--- src/rtl/mdio_cmd_pkg.sv ---
package mdio_cmd_pkg;
    localparam int FRAME_BITS = 64;
    localparam int IDX_W      = 6;
    localparam int TA_FIRST   = 46;
    localparam int TA_SECOND  = 47;
    localparam int DATA_FIRST = 48;

    localparam int GO_BIT     = 29;
    localparam int NORESP_BIT = 28;

    localparam logic [1:0] OPC_READ  = 2'b10;
    localparam logic [1:0] OPC_WRITE = 2'b01;

    typedef struct packed {
        logic [1:0]  op;
        logic [4:0]  phy;
        logic [4:0]  regad;
        logic [15:0] data;
        logic        noresp;
    } cmd_word_t;
endpackage

--- src/rtl/mdio_mdc_gen.sv ---
module mdio_mdc_gen #(
    parameter int DIV_HALF = 2
) (
    input  logic clk,
    input  logic rst_n,
    input  logic run,
    output logic mdc,
    output logic rise_stb,
    output logic fall_stb
);
    localparam int CNT_W = (DIV_HALF > 1) ? $clog2(DIV_HALF) : 1;
    localparam logic [CNT_W-1:0] CNT_LAST = CNT_W'(DIV_HALF - 1);

    typedef struct packed {
        logic [CNT_W-1:0] cnt;
        logic             mdc;
    } gen_t;

    gen_t s_q, s_d;
    logic wrap;

    assign wrap = run && (s_q.cnt == CNT_LAST);

    always_comb begin
        s_d = s_q;
        if (!run) begin
            s_d.cnt = '0;
            s_d.mdc = 1'b0;
        end else if (wrap) begin
            s_d.cnt = '0;
            s_d.mdc = ~s_q.mdc;
        end else begin
            s_d.cnt = s_q.cnt + 1'b1;
        end
    end

    always_ff @(posedge clk or negedge rst_n) begin
        if (!rst_n) s_q <= '0;
        else        s_q <= s_d;
    end

    assign mdc      = s_q.mdc;
    assign rise_stb = wrap && !s_q.mdc;
    assign fall_stb = wrap &&  s_q.mdc;

    // counter never leaves its half-period range
    p_cnt_in_range_r4: assert property (@(posedge clk) disable iff (!rst_n)
        s_q.cnt <= CNT_LAST);

    // a rise strobe is followed by a high clock level
    p_rise_gives_high_r4: assert property (@(posedge clk) disable iff (!rst_n)
        rise_stb |=> s_q.mdc);
endmodule

--- src/rtl/mdio_frame_shifter.sv ---
module mdio_frame_shifter
    import mdio_cmd_pkg::*;
(
    input  logic        clk,
    input  logic        rst_n,
    input  logic        launch,
    input  logic        op_read,
    input  logic [4:0]  phy,
    input  logic [4:0]  regad,
    input  logic [15:0] wr_data,
    input  logic        rise_stb,
    input  logic        fall_stb,
    input  logic        mdio_i,
    output logic        active,
    output logic        xfer_done,
    output logic        mdio_o,
    output logic        mdio_oe,
    output logic [15:0] rd_data,
    output logic        rd_noresp
);
    localparam logic [IDX_W-1:0] IDX_LAST  = IDX_W'(FRAME_BITS - 1);
    localparam logic [IDX_W-1:0] IDX_TA1   = IDX_W'(TA_FIRST);
    localparam logic [IDX_W-1:0] IDX_TA2   = IDX_W'(TA_SECOND);
    localparam logic [IDX_W-1:0] IDX_DATA0 = IDX_W'(DATA_FIRST);

    typedef struct packed {
        logic                  active;
        logic                  is_read;
        logic [IDX_W-1:0]      idx;
        logic [FRAME_BITS-1:0] shreg;
        logic                  oe;
        logic [15:0]           rd_data;
        logic                  noresp;
    } shf_t;

    shf_t s_q, s_d;
    logic [FRAME_BITS-1:0] frame;
    logic [IDX_W-1:0]      idx_next;

    always_comb begin
        frame = {32'hFFFF_FFFF, 2'b01,
                 op_read ? OPC_READ : OPC_WRITE,
                 phy, regad,
                 op_read ? 2'b11 : 2'b10,
                 op_read ? 16'h0000 : wr_data};
    end

    assign idx_next  = s_q.idx + 1'b1;
    assign xfer_done = s_q.active && fall_stb && (s_q.idx == IDX_LAST);

    always_comb begin
        s_d = s_q;
        if (launch && !s_q.active) begin
            s_d.active  = 1'b1;
            s_d.is_read = op_read;
            s_d.idx     = '0;
            s_d.shreg   = frame;
            s_d.oe      = 1'b1;
            s_d.rd_data = '0;
            s_d.noresp  = 1'b0;
        end else if (s_q.active) begin
            if (rise_stb && s_q.is_read) begin
                if (s_q.idx == IDX_TA2) begin
                    s_d.noresp = mdio_i;
                end
                if (s_q.idx >= IDX_DATA0) begin
                    s_d.rd_data = {s_q.rd_data[14:0], mdio_i};
                end
            end
            if (fall_stb) begin
                if (s_q.idx == IDX_LAST) begin
                    s_d.active = 1'b0;
                    s_d.oe     = 1'b0;
                    s_d.shreg  = '1;
                end else begin
                    s_d.idx   = idx_next;
                    s_d.shreg = {s_q.shreg[FRAME_BITS-2:0], 1'b1};
                    s_d.oe    = !(s_q.is_read && (idx_next >= IDX_TA1));
                end
            end
        end
    end

    always_ff @(posedge clk or negedge rst_n) begin
        if (!rst_n) begin
            s_q       <= '0;
            s_q.shreg <= '1;
        end else begin
            s_q <= s_d;
        end
    end

    assign active    = s_q.active;
    assign mdio_o    = s_q.shreg[FRAME_BITS-1];
    assign mdio_oe   = s_q.oe;
    assign rd_data   = s_q.rd_data;
    assign rd_noresp = s_q.noresp;

    // the driven bit moves only on a falling-edge strobe
    p_out_moves_on_fall_r5: assert property (@(posedge clk) disable iff (!rst_n)
        (s_q.active && !fall_stb) |=> $stable(mdio_o));

    // a write frame keeps the pin driven throughout
    p_write_drives_all_r6: assert property (@(posedge clk) disable iff (!rst_n)
        (s_q.active && !s_q.is_read) |-> mdio_oe);

    // the pin is released from the first turnaround slot of a read
    p_read_releases_r7: assert property (@(posedge clk) disable iff (!rst_n)
        (s_q.active && s_q.is_read && (s_q.idx >= IDX_TA1)) |-> !mdio_oe);

    // nothing is driven outside a transfer
    p_idle_released_r7: assert property (@(posedge clk) disable iff (!rst_n)
        !s_q.active |-> !mdio_oe);
endmodule

--- src/rtl/mdio_cmd_engine.sv ---
module mdio_cmd_engine
    import mdio_cmd_pkg::*;
#(
    parameter int DIV_HALF = 2
) (
    input  logic        clk,
    input  logic        rst_n,
    input  logic        reg_wr_en,
    input  logic [31:0] reg_wdata,
    output logic [31:0] reg_rdata,
    output logic        mdc,
    output logic        mdio_o,
    output logic        mdio_oe,
    input  logic        mdio_i
);
    cmd_word_t   s_q, s_d;
    logic        busy;
    logic        launch;
    logic        xfer_done;
    logic        rise_stb;
    logic        fall_stb;
    logic [15:0] rd_data;
    logic        rd_noresp;
    logic        unused_wbits;

    assign unused_wbits = ^{reg_wdata[31:30], reg_wdata[NORESP_BIT]};
    assign launch = reg_wr_en && !busy && reg_wdata[GO_BIT];

    always_comb begin
        s_d = s_q;
        if (reg_wr_en && !busy) begin
            s_d.op    = reg_wdata[27:26];
            s_d.phy   = reg_wdata[25:21];
            s_d.regad = reg_wdata[20:16];
            s_d.data  = reg_wdata[15:0];
            if (reg_wdata[GO_BIT]) begin
                s_d.noresp = 1'b0;
            end
        end
        if (xfer_done && (s_q.op == OPC_READ)) begin
            s_d.data   = rd_data;
            s_d.noresp = rd_noresp;
        end
    end

    always_ff @(posedge clk or negedge rst_n) begin
        if (!rst_n) s_q <= '0;
        else        s_q <= s_d;
    end

    mdio_mdc_gen #(
        .DIV_HALF (DIV_HALF)
    ) u_mdc_gen (
        .clk      (clk),
        .rst_n    (rst_n),
        .run      (busy),
        .mdc      (mdc),
        .rise_stb (rise_stb),
        .fall_stb (fall_stb)
    );

    mdio_frame_shifter u_shifter (
        .clk       (clk),
        .rst_n     (rst_n),
        .launch    (launch),
        .op_read   (reg_wdata[27:26] == OPC_READ),
        .phy       (reg_wdata[25:21]),
        .regad     (reg_wdata[20:16]),
        .wr_data   (reg_wdata[15:0]),
        .rise_stb  (rise_stb),
        .fall_stb  (fall_stb),
        .mdio_i    (mdio_i),
        .active    (busy),
        .xfer_done (xfer_done),
        .mdio_o    (mdio_o),
        .mdio_oe   (mdio_oe),
        .rd_data   (rd_data),
        .rd_noresp (rd_noresp)
    );

    assign reg_rdata = {2'b00, busy, s_q.noresp, s_q.op, s_q.phy, s_q.regad, s_q.data};

    // a go write taken while idle raises busy
    p_start_sets_busy_r3: assert property (@(posedge clk) disable iff (!rst_n)
        (reg_wr_en && !busy && reg_wdata[GO_BIT]) |=> busy);

    // fields hold while a transfer runs
    p_busy_ignore_r9: assert property (@(posedge clk) disable iff (!rst_n)
        busy |=> $stable({s_q.op, s_q.phy, s_q.regad}));

    // the management clock rests low while idle
    p_mdc_idle_low_r4: assert property (@(posedge clk) disable iff (!rst_n)
        !busy |-> !mdc);

    // a non-read transfer leaves the no-response bit clear
    p_noresp_read_only_r8: assert property (@(posedge clk) disable iff (!rst_n)
        (xfer_done && (s_q.op != OPC_READ)) |=> !s_q.noresp);
endmodule

--- config.mk ---
export PLATFORM = sky130hd
export DESIGN_NAME = mdio_cmd_engine
export DESIGN_NICKNAME = d
export VERILOG_FILES = /design/src/rtl/mdio_cmd_pkg.sv /design/src/rtl/mdio_mdc_gen.sv /design/src/rtl/mdio_frame_shifter.sv /design/src/rtl/mdio_cmd_engine.sv
export SDC_FILE = /design/constraint.sdc
export NUM_CORES = 1
export LEC_CHECK = 0
export ABC_AREA = 1
export BUFFER_PORTS_ARGS = -buffer_cell sky130_fd_sc_hd__buf_2
export CAP_MARGIN = 30
export CELL_PAD_IN_SITES_DETAIL_PLACEMENT = 1
export CELL_PAD_IN_SITES_GLOBAL_PLACEMENT = 2
export CORE_MARGIN = 2
export CORE_UTILIZATION = 30
export CTS_CLUSTER_SIZE = 28
export DETAILED_ROUTE_END_ITERATION = 16
export PLACE_DENSITY_LB_ADDON = 0.1
export RECOVER_POWER = 50
export SLEW_MARGIN = 20
export SYNTH_ARGS = -nofsm -noshare
export SYNTH_HDL_FRONTEND = slang
export SYNTH_HIERARCHICAL = 1
export SYNTH_SLANG_ARGS = --single-unit
--- constraint.sdc ---
create_clock -name clk -period 3.07 [get_ports clk]
set_input_delay 0.921 -clock clk [delete_from_list [all_inputs] [get_ports clk]]
set_output_delay 0.921 -clock clk [all_outputs]
set_load 0.05 [all_outputs]
==> impl_metrics.env <==
export IMPL_coreArea_mm2=0.0186
export IMPL_drcViolationCount=0
export IMPL_netlist_area_mm2=0.00565
export IMPL_highest_layer="met4"
export IMPL_viasPerCell=4.72
export IMPL_worst_setup_path_end_kind="register"
export IMPL_synth_cells=640
export IMPL_final_util_pct=35.5
export IMPL_firstDrtPassIters=4
export IMPL_ys_types=31
export IMPL_met2_wirelength_mm=6.82
export IMPL_worst_slew_pin_slew_ns=1.96
export IMPL_reg2reg_to="reg_rdata[26]"
export IMPL_fin_worst_skew_ns=0.00828
export IMPL_mostFrequentLayoutCells="nand2_1, inv_1, dfstp_2"
export IMPL_vdd_drop_max_v=0.000477
export IMPL_cts_buffer_depth=2
export IMPL_start_util_pct=30.4
export IMPL_rrSetupSlack_ns=0.56
export IMPL_hp_class="register to register"
export IMPL_grt_max_degree=72
export IMPL_drv_cap=1
export IMPL_critPathArrivalTime_ns=2.80
export IMPL_status="complete, but fails checks"
export IMPL_startpoint="u_shifter/active"
export IMPL_met1_length_mm=7.51
export IMPL_cts_setup_buffers=0
export IMPL_drt_total_wl_mm=15.0
export IMPL_clk_pin_slew_ns=0.06
export IMPL_timing_final_crit_share_pct=81.9
export IMPL_rr_startpoint="u_shifter/active"
export IMPL_fin_setup_tns_ns=0
export IMPL_syn_to_final_growth_pct=16.9
export IMPL_cts_hold_buffers=0
export IMPL_num_rows=50
export IMPL_cts_made_buffers=17
export IMPL_holdWs_ns=0.468
export IMPL_die_x_um=141
export IMPL_final_max_slew_viol_count=31
export IMPL_antenna_found_initial=0
export IMPL_drtIter0Drc=221
export IMPL_hpwlAfterDp_mm=10.0
export IMPL_cp_endpoint="reg_rdata[26]"
export IMPL_grt_pass1_wl_mm=25.3
export IMPL_io_pins=71
export IMPL_p_leak_nw=3.29
export IMPL_drive_gt1_share_pct=26.6
export IMPL_dieArea_mm2=0.0199
export IMPL_pwr_density_cell_mw_per_mm2=1020
export IMPL_setup_violations=0
export IMPL_cp_required_ns=3.36
export IMPL_layout_commonest_cell="nand2_1"
export IMPL_io_buffers=65
export IMPL_rsz0062_at_grt="false"
export IMPL_rr_worst_depth=7
export IMPL_max_freq_mhz=398
export IMPL_globalplace_congestion=0.736
export IMPL_clock_root_buffer="clkbuf_16"
export IMPL_start_kind="register"
export IMPL_grt_pass1_vias=4756
export IMPL_nNetsFinal=724
export IMPL_crit_type="register to register"
export IMPL_ctsResizeCount=0
export IMPL_clk_latency_ns=0.41
export IMPL_gr_total_overflow=0
export IMPL_ys_seq_area_share_pct=55.0
export IMPL_cts_tree="yes"
export IMPL_vias=4402
export IMPL_finalHoldViolCount=0
export IMPL_cts_sinks=121
export IMPL_violations="capacitance limit, slew limit"
export IMPL_wl_met3_um=556
export IMPL_synth_warnings=6
export IMPL_wl_per_cell_um=16.1
export IMPL_max_slew_margin_pct=-30.6
export IMPL_ys_ff_latch=121
export IMPL_ant_nets=0
export IMPL_die_h_um=141
export IMPL_finalWorstPathRequiredPeriod_ns=2.51
export IMPL_n_antenna_cell=0
export IMPL_grt_use_total_pct=16.1
export IMPL_cts_max_level=4
export IMPL_critPathMaxFanout=30
export IMPL_synth_area_per_cell_um2=8.83
==> Yosys cell counts <==
cell type,instances,share of area (%)
buf_2,24,2.1
buf_6,3,0.60
clkbuf_8,1,0.24
nand2_1,145,9.6
o2111ai_1,2,0.31
nand3_1,61,5.4
o221ai_1,1,0.16
inv_4,1,0.11
nand4_1,10,1.1
a22oi_1,31,4.1
buf_4,20,2.7
nand2_2,3,0.33
nor2_1,31,2.1
clkbuf_2,1,0.089
ha_1,2,0.44
nor3_1,2,0.18
nor4_1,1,0.11
nand3_2,2,0.35
a21oi_1,35,3.1
dfrtp_1,57,25
o21ai_1,4,0.35
o22ai_1,9,1.0
dfstp_2,64,30
o21bai_1,1,0.13
o31ai_1,4,0.53
clkbuf_1,2,0.13
inv_2,6,0.40
inv_1,82,5.4
o21ai_0,27,2.4
nor2_4,7,1.4
conb_1,1,0.066
==> through the flow <==
| stage | area, um2 | worst slack [ns] | std cells | total power [mW] |
|---|---|---|---|---|
| floorplan | 5650 | 0.760 | 641 | 4.43 |
| global placement | 6060 | 0.505 | 901 | 4.82 |
| detailed placement | 6060 | 0.460 | 901 | 4.89 |
| CTS | 6620 | 0.630 | 933 | 6.83 |
| global route | 6600 | 0.273 | 933 | 7.21 |
| finish | 6600 | 0.555 | 933 | 6.72 |
==> worst min path at each step <==
stage,end,cells past startpoint,start,slack (ns)
after floorplan,u_mdc_gen/s_q[1],1,u_mdc_gen/s_q[1],0.44
after global placement,reg_rdata[16],2,reg_rdata[16],0.45
after detailed placement,reg_rdata[21],2,reg_rdata[21],0.46
after CTS,u_mdc_gen/s_q[1],1,rst_n,0.47
after global routing,u_shifter/s_q[78],2,u_shifter/s_q[77],0.50
final,reg_rdata[21],2,reg_rdata[21],0.47
==> cell families (layout without fill, tap and decap cells) <==
family	count (synthesis)	in the layout	synth area share, %
adders and majority gates	2	2	0.443
AOI/OAI and AO/OA	114	114	12.1
buffers and inverters	140	198	11.8
DFF	121	121	55.0
and+or+nand+nor	262	262	20.6
other	1	2	0.0664
==> power breakdown <==
group	leakage (nW)	switching (mW)	total, mW	internal, mW
Combinational	1.64	1.59	2.20	0.611
Clock	0.275	0.730	1.88	1.15
Sequential	1.38	0.321	2.65	2.32
==> routing by layer <==
layer | track usage, % | vias up
met1 | 22.4 | 2169
met5 | 0 | -
met4 | 4.26 | 0
li1 | - | 2152
met2 | 25.1 | 74
met3 | 3.80 | 7
==> sequential cells by signal, summed over array words and instances (netlist names) <==
| name | flops |
|---|---|
| u_shifter/s_q | 70 |
| u_shifter/rd_data | 16 |
| u_shifter/rd_noresp | 1 |
| u_shifter/mdio_oe | 1 |
| u_mdc_gen/s_q | 1 |
| u_shifter/mdio_o | 1 |
| u_shifter/active | 1 |
| reg_rdata | 29 |
| u_mdc_gen/mdc | 1 |
==> cell type report <==
| cell class | count | area (um2) |
|---|---|---|
| timing repair buffer | 77 | 429 |
| inverter | 89 | 337 |
| multi-input combinational | 380 | 1880 |
| fill | 2165 | 12000 |
| clock buffer | 20 | 457 |
| sequential | 121 | 3110 |
| clock inverter | 12 | 101 |
| tap | 234 | 293 |
==> worst max-delay path, cell delays in order, from the launching register on <==
cell and delay, ns:
dfrtp_1 0.47, clkbuf_1 0.21, inv_2 0.11, clkbuf_1 0.99, nand2_1 0.10, buf_4 0.30, nor2_1 0.14, a21oi_1 0.05
Note: power is estimated with default switching activity, not from simulation.
